<file path="config.mk">
export PLATFORM = sky130hd
export DESIGN_NAME = seg_wprot
export DESIGN_NICKNAME = d
export VERILOG_FILES = /design/src/rtl/wp_pkg.sv /design/src/rtl/wp_code_store.sv /design/src/rtl/wp_ptr_reg.sv /design/src/rtl/wp_gate.sv /design/src/rtl/seg_wprot.sv
export SDC_FILE = /design/constraint.sdc
export NUM_CORES = 1
export LEC_CHECK = 0
export CORE_MARGIN = 1.5
export CORE_UTILIZATION = 45
export DETAILED_ROUTE_END_ITERATION = 10
export PLACE_DENSITY_LB_ADDON = 0.2
export SETUP_SLACK_MARGIN = 0.3
export SLEW_MARGIN = 20
export SYNTH_ARGS = -nofsm -noshare
export SYNTH_HDL_FRONTEND = slang
export SYNTH_HIERARCHICAL = 1
export SYNTH_SLANG_ARGS = --single-unit
</file>
<file path="constraint.sdc">
create_clock -name clk_i -period 2.2 [get_ports clk_i]
set_input_delay 0.44 -clock clk_i [delete_from_list [all_inputs] [get_ports clk_i]]
set_output_delay 0.44 -clock clk_i [all_outputs]
set_load 0.005 [all_outputs]
</file>
<file path="src/rtl/wp_pkg.sv">
package wp_pkg;
  typedef enum logic [2:0] {
    OP_LOAD_CODE = 3'd0,
    OP_UNLOCK    = 3'd1,
    OP_WR_PTR    = 3'd2,
    OP_OVERRIDE  = 3'd3,
    OP_RD_PTR    = 3'd4,
    OP_PROGRAM   = 3'd5
  } wp_op_e;
endpackage

</file>
<file path="src/rtl/wp_code_store.sv">
module wp_code_store #(
  parameter int CODE_BYTES = 8,
  parameter int LEN_W      = $clog2(CODE_BYTES + 1)
) (
  input  logic                    clk_i,
  input  logic                    rst_ni,
  input  logic                    load_i,
  input  logic [LEN_W-1:0]        len_i,
  input  logic [8*CODE_BYTES-1:0] code_i,
  output logic                    secure_o,
  output logic                    match_o
);
  logic [LEN_W-1:0]        len_q;
  logic [8*CODE_BYTES-1:0] code_q;
  logic [CODE_BYTES-1:0]   byte_ok;

  for (genvar i = 0; i < CODE_BYTES; i++) begin : g_byte
    localparam logic [LEN_W-1:0] IDX = LEN_W'(i);
    always_ff @(posedge clk_i or negedge rst_ni) begin
      if (!rst_ni)     code_q[8*i +: 8] <= '0;
      else if (load_i) code_q[8*i +: 8] <= (IDX < len_i) ? code_i[8*i +: 8] : 8'h00;
    end
    // bytes past the stored length never take part in the compare
    assign byte_ok[i] = (IDX >= len_q) || (code_q[8*i +: 8] == code_i[8*i +: 8]);
  end

  always_ff @(posedge clk_i or negedge rst_ni) begin
    if (!rst_ni)     len_q <= '0;
    else if (load_i) len_q <= len_i;
  end

  assign secure_o = (len_q != '0);
  assign match_o  = (len_i == len_q) && (&byte_ok);
endmodule

</file>
<file path="src/rtl/wp_ptr_reg.sv">
module wp_ptr_reg #(
  parameter int ADDR_W = 8
) (
  input  logic              clk_i,
  input  logic              rst_ni,
  input  logic              wr_i,
  input  logic [ADDR_W-1:0] wr_addr_i,
  input  logic              arm_i,
  input  logic              consume_i,
  output logic [ADDR_W-1:0] ptr_o,
  output logic              armed_o
);
  always_ff @(posedge clk_i or negedge rst_ni) begin
    if (!rst_ni)   ptr_o <= '0;
    else if (wr_i) ptr_o <= wr_addr_i;
  end

  always_ff @(posedge clk_i or negedge rst_ni) begin
    if (!rst_ni)        armed_o <= 1'b0;
    else if (arm_i)     armed_o <= 1'b1;
    else if (consume_i) armed_o <= 1'b0;
  end
endmodule

</file>
<file path="src/rtl/wp_gate.sv">
module wp_gate #(
  parameter int ADDR_W = 8
) (
  input  logic [ADDR_W-1:0] addr_i,
  input  logic [ADDR_W-1:0] ptr_i,
  input  logic              armed_i,
  input  logic              secure_i,
  input  logic              enabled_i,
  output logic              allow_o,
  output logic              use_override_o
);
  logic below;
  assign below          = (addr_i < ptr_i);
  assign allow_o        = below ? armed_i : (!secure_i || enabled_i);
  assign use_override_o = below && armed_i;
endmodule

</file>
<file path="src/rtl/seg_wprot.sv">
module seg_wprot #(
  parameter int CODE_BYTES = 8,
  parameter int ADDR_W     = 8,
  parameter int LEN_W      = $clog2(CODE_BYTES + 1)
) (
  input  logic                    clk_i,
  input  logic                    rst_ni,
  input  logic                    cs_i,
  input  logic                    cmd_valid_i,
  input  logic [2:0]              cmd_op_i,
  input  logic [ADDR_W-1:0]       cmd_addr_i,
  input  logic [LEN_W-1:0]        code_len_i,
  input  logic [8*CODE_BYTES-1:0] code_i,
  output logic                    grant_o,
  output logic                    deny_o,
  output logic                    rd_valid_o,
  output logic [ADDR_W-1:0]       rd_data_o,
  output logic                    secure_o,
  output logic                    enabled_o,
  output logic                    instr_err_o
);
  import wp_pkg::*;

  localparam logic [LEN_W-1:0] MAX_LEN = LEN_W'(CODE_BYTES);

  logic              en_q, err_q;
  logic              accept, auth, match;
  logic              do_load, do_unlock, do_wr, do_arm, do_rd, do_prog, raise_err;
  logic              allow, use_ovr;
  logic [ADDR_W-1:0] ptr;
  logic              armed;

  assign accept = cs_i && cmd_valid_i && !err_q;
  assign auth   = !secure_o || en_q;

  always_comb begin
    do_load   = 1'b0;
    do_unlock = 1'b0;
    do_wr     = 1'b0;
    do_arm    = 1'b0;
    do_rd     = 1'b0;
    do_prog   = 1'b0;
    raise_err = 1'b0;
    if (accept) begin
      case (cmd_op_i)
        OP_LOAD_CODE: if (auth && code_len_i <= MAX_LEN) do_load = 1'b1;
                      else raise_err = 1'b1;
        OP_UNLOCK:    do_unlock = 1'b1;
        OP_WR_PTR:    if (auth) do_wr = 1'b1; else raise_err = 1'b1;
        OP_OVERRIDE:  if (auth) do_arm = 1'b1; else raise_err = 1'b1;
        OP_RD_PTR:    do_rd = 1'b1;
        OP_PROGRAM:   do_prog = 1'b1;
        default:      raise_err = 1'b1;
      endcase
    end
  end

  wp_code_store #(.CODE_BYTES(CODE_BYTES), .LEN_W(LEN_W)) u_code (
    .clk_i    (clk_i),
    .rst_ni   (rst_ni),
    .load_i   (do_load),
    .len_i    (code_len_i),
    .code_i   (code_i),
    .secure_o (secure_o),
    .match_o  (match)
  );

  wp_ptr_reg #(.ADDR_W(ADDR_W)) u_ptr (
    .clk_i     (clk_i),
    .rst_ni    (rst_ni),
    .wr_i      (do_wr),
    .wr_addr_i (cmd_addr_i),
    .arm_i     (do_arm),
    .consume_i (do_prog && use_ovr),
    .ptr_o     (ptr),
    .armed_o   (armed)
  );

  wp_gate #(.ADDR_W(ADDR_W)) u_gate (
    .addr_i         (cmd_addr_i),
    .ptr_i          (ptr),
    .armed_i        (armed),
    .secure_i       (secure_o),
    .enabled_i      (en_q),
    .allow_o        (allow),
    .use_override_o (use_ovr)
  );

  always_ff @(posedge clk_i or negedge rst_ni) begin
    if (!rst_ni) begin
      en_q  <= 1'b0;
      err_q <= 1'b0;
    end else if (!cs_i) begin
      en_q  <= 1'b0;
      err_q <= 1'b0;
    end else begin
      if (raise_err) err_q <= 1'b1;
      if (do_unlock) en_q <= match;
      else if (do_load) en_q <= 1'b0;
    end
  end

  always_ff @(posedge clk_i or negedge rst_ni) begin
    if (!rst_ni) begin
      grant_o    <= 1'b0;
      deny_o     <= 1'b0;
      rd_valid_o <= 1'b0;
      rd_data_o  <= '0;
    end else begin
      grant_o    <= do_prog && allow;
      deny_o     <= do_prog && !allow;
      rd_valid_o <= do_rd;
      if (do_rd) rd_data_o <= ptr;
    end
  end

  assign enabled_o   = en_q;
  assign instr_err_o = err_q;
endmodule

</file>
==> metrics <==
Final GP Congestion 0.762; sw power 1.87 mW; Diodes inserted 0; die height 105 um; global-route wire length before repair 17,600 um; TNS Setup 0 ns; register bit count reported by yosys 90; post-detail-place hpwl 7700 um; final wirelength 10,900 um; Rows 37; critical path, cell by cell or2_1 > or3_4 > nor2b_4 > buf_4 > nor2_4 > and4b_1 > buf_12 > mux2_4; core area 10,200 sq um; Final Max Tran Viols 0; commonest cells in the netlist 90 x dfrtp_1, 77 x inv_1, 64 x xnor2_1; combinational share of power 37.3%; number of synthesized flops with an enable pin 0; dominant cell by count in the synthesized netlist dfrtp_1; crit-path max cell delay 0.37 ns; worst-skew pair later-pin latency 0.34 ns; Final Core Density 66.5%; Tightest Pin Transition 0.390 ns; DR vias/cell 4.97; nets 718; Synth Warn # 6; H-Tree Depth 3; fin cells 768; IO Port Bufs 96; Reg clk slew, reported paths 0.09 ns; worst endpoint required time 2.42 ns; CP max FO 8; Die X 105 um; DIE AREA 11,100 sq um; vias 3,817; fraction of final layout cells with drive strength greater than 1 29.3%; Synthesized Nets 577; endpoint class of the critical path register; slew margin rel. 74.0%; clock sinks 90; Synth Flop Type dfrtp_1; Sw Ratio 31.7%; FMAX 0.464 GHz; Max Cap Viol 0; Inst Count DP 744; Total Power 5.90 mW; largest buffer count on any clock path 2; PwrDens 867 nW/um^2; P&R area growth vs syn 44.8%; Post-Synthesis Cells 487; Seq/Total Area, Yosys 47.9%; largest net degree at the start of global routing 34; Clk network pwr share 18.3%; CP Class reg2reg; slack of the critical path 0.0469 ns; WP data arrival 2.37 ns; Area contributors post-synth dfrtp_1 48%, xnor2_1 12%, inv_1 6.2%; ys async rst share 100%; CTS buffer count 9; CP delay by family, top simple AND/OR/NAND/NOR gates; Reg power frac 44.5%; synthesized cell area 4700 sq um; Hold Crit Class in2async; syn avg cell area 9.65 sq um; Hold Vio Cnt, Final 0; I/O pins 97; RSZ-0062 raised after global routing yes; Yosys top cell area share 47.9%; critical-path cell with the highest stage delay dfrtp_1; gr usage total 19.7%; grt ovf 0; Startpoint Class register; count of cell types in the netlist 48; TritonCTS clock tree done; routed wire length per instance 14.2 um; fin crit share 97.9%; fin crit period 2.15 ns; drt drc 0; static leakage 3.10 nW; clock root cell clkbuf_8; Pre-antenna DRT Iters 6; initial antenna violation count 0; number of routed nets with antenna violations 0; largest area contributor in the netlist dfrtp_1; Max VDD drop 0.511 mV; post-place setup slack -0.239 ns; outcome completed; initial DRC count 115; Final Setup Violations 0; initial core utilization 45.9%; vias in the first global route 3,800; clk_skew 0.0185 ns; Int Pwr 4.03 mW; Buf+Inv Stages, Crit Path 2
-- power groups by stage --
stage | registers, mW | logic [mW] | clock network [mW]
after floorplan | 2.59 | 1.24 | 0
after global placement | 2.62 | 1.86 | 0
after detailed placement | 2.65 | 1.92 | 0
after CTS | 2.62 | 2.07 | 1.12
after global routing | 2.70 | 2.42 | 1.19
final | 2.62 | 2.20 | 1.08
-- what timing repair did --
item | in CTS | in global routing
setup endpoints to repair | 81 | 81
gates resized for setup | 91 | 81
setup buffers | 5 | 2
hold buffers | 0 | 0
cloned | 2 | 0
hold endpoints to repair | 0 | 0
pin swaps | 47 | 23
-- worst reg2reg max path: cells and delay by family (launching register included) --
kind | cells | cell delay [ns]
buffers and inverters | 2 | 0.30
multiplexers | 1 | 0.31
AND/OR/NAND/NOR | 5 | 1.06
flip-flops | 1 | 0.37
-- placed cells by master, fill, tap and decap left out, types with 13 or more instances in the layout --
cell type         n
clkdlybuf4s50_1  65
o21ai_2          20
nand2_2          39
dfrtp_1          90
dlygate4sd2_1    18
buf_6            14
o21ai_1          36
nand4_1          18
nand2_1          16
inv_1            75
buf_4            33
xnor2_1          64
mux2_4           13
-- path summary, 6_finish.rpt --
kind                                                  to  cells past startpoint  slack (ns)                        start
setup / recovery              u_ptr/ptr_o[6]$_DFFE_PN0P_                      8        0.05  u_code/len_q[3]$_DFFE_PN0P_
hold reg to reg                 rd_data_o[4]$_DFFE_PN0P_                      1        0.51     rd_data_o[4]$_DFFE_PN0P_
setup reg to reg              u_ptr/ptr_o[6]$_DFFE_PN0P_                      8        0.05  u_code/len_q[3]$_DFFE_PN0P_
hold / removal             u_code/code_q[14]$_DFFE_PN0P_                      1       0.008                       rst_ni
min in group clk_i         u_code/code_q[11]$_DFFE_PN0P_                      3        0.40                   code_i[11]
max in group asynchronous  u_code/code_q[57]$_DFFE_PN0P_                      2        1.61                       rst_ni
-- layer usage --
| layer | vias up | routed length [um] | global-route usage [%] |
|---|---|---|---|
| li1 | 1882 | - | - |
| met1 | 1851 | 5000 | 26.2 |
| met2 | 70 | 5390 | 33.1 |
| met3 | 14 | 310 | 2.68 |
| met4 | 0 | 184 | 6.26 |
| met5 | - | 0 | 0 |
-- cell type report --
| type | instances | area [sq um] |
|---|---|---|
| well taps | 136 | 170 |
| flip-flops and latches | 90 | 2250 |
| clock buffers | 10 | 128 |
| repair buffers | 147 | 1460 |
| inverters | 77 | 289 |
| clock inverters | 5 | 56.3 |
| fillers | 829 | 3430 |
| multi-input cells | 303 | 2450 |
-- cell families after synthesis --
family                   synth area share [%]
XOR/XNOR                                 12.7
AND/OR/NAND/NOR                          12.9
flip-flops                               47.9
AO/OA/AOI/OAI                            11.2
adder cells (fa/ha/maj)                  1.86
buffers and inverters                    7.77
multiplexers                             5.67
-- stage by stage --
step                      instance area, sq um  hold slack (ns)
after floorplan                           4740            0.144
after global placement                    6120            0.397
after detailed placement                  6120            0.397
after CTS                                 6550           0.0145
after global routing                      6800           0.0226
final                                     6800          0.00831
-- state kept, by name, summed over array words and instances (netlist names) --
register,cells
u_ptr/ptr_o,8
u_ptr/armed_o,1
rd_data_o,8
instr_err_o,1
rd_valid_o,1
u_code/code_q,64
grant_o,1
deny_o,1
enabled_o,1
u_code/len_q,4
Note: power is estimated with default switching activity, not from simulation.
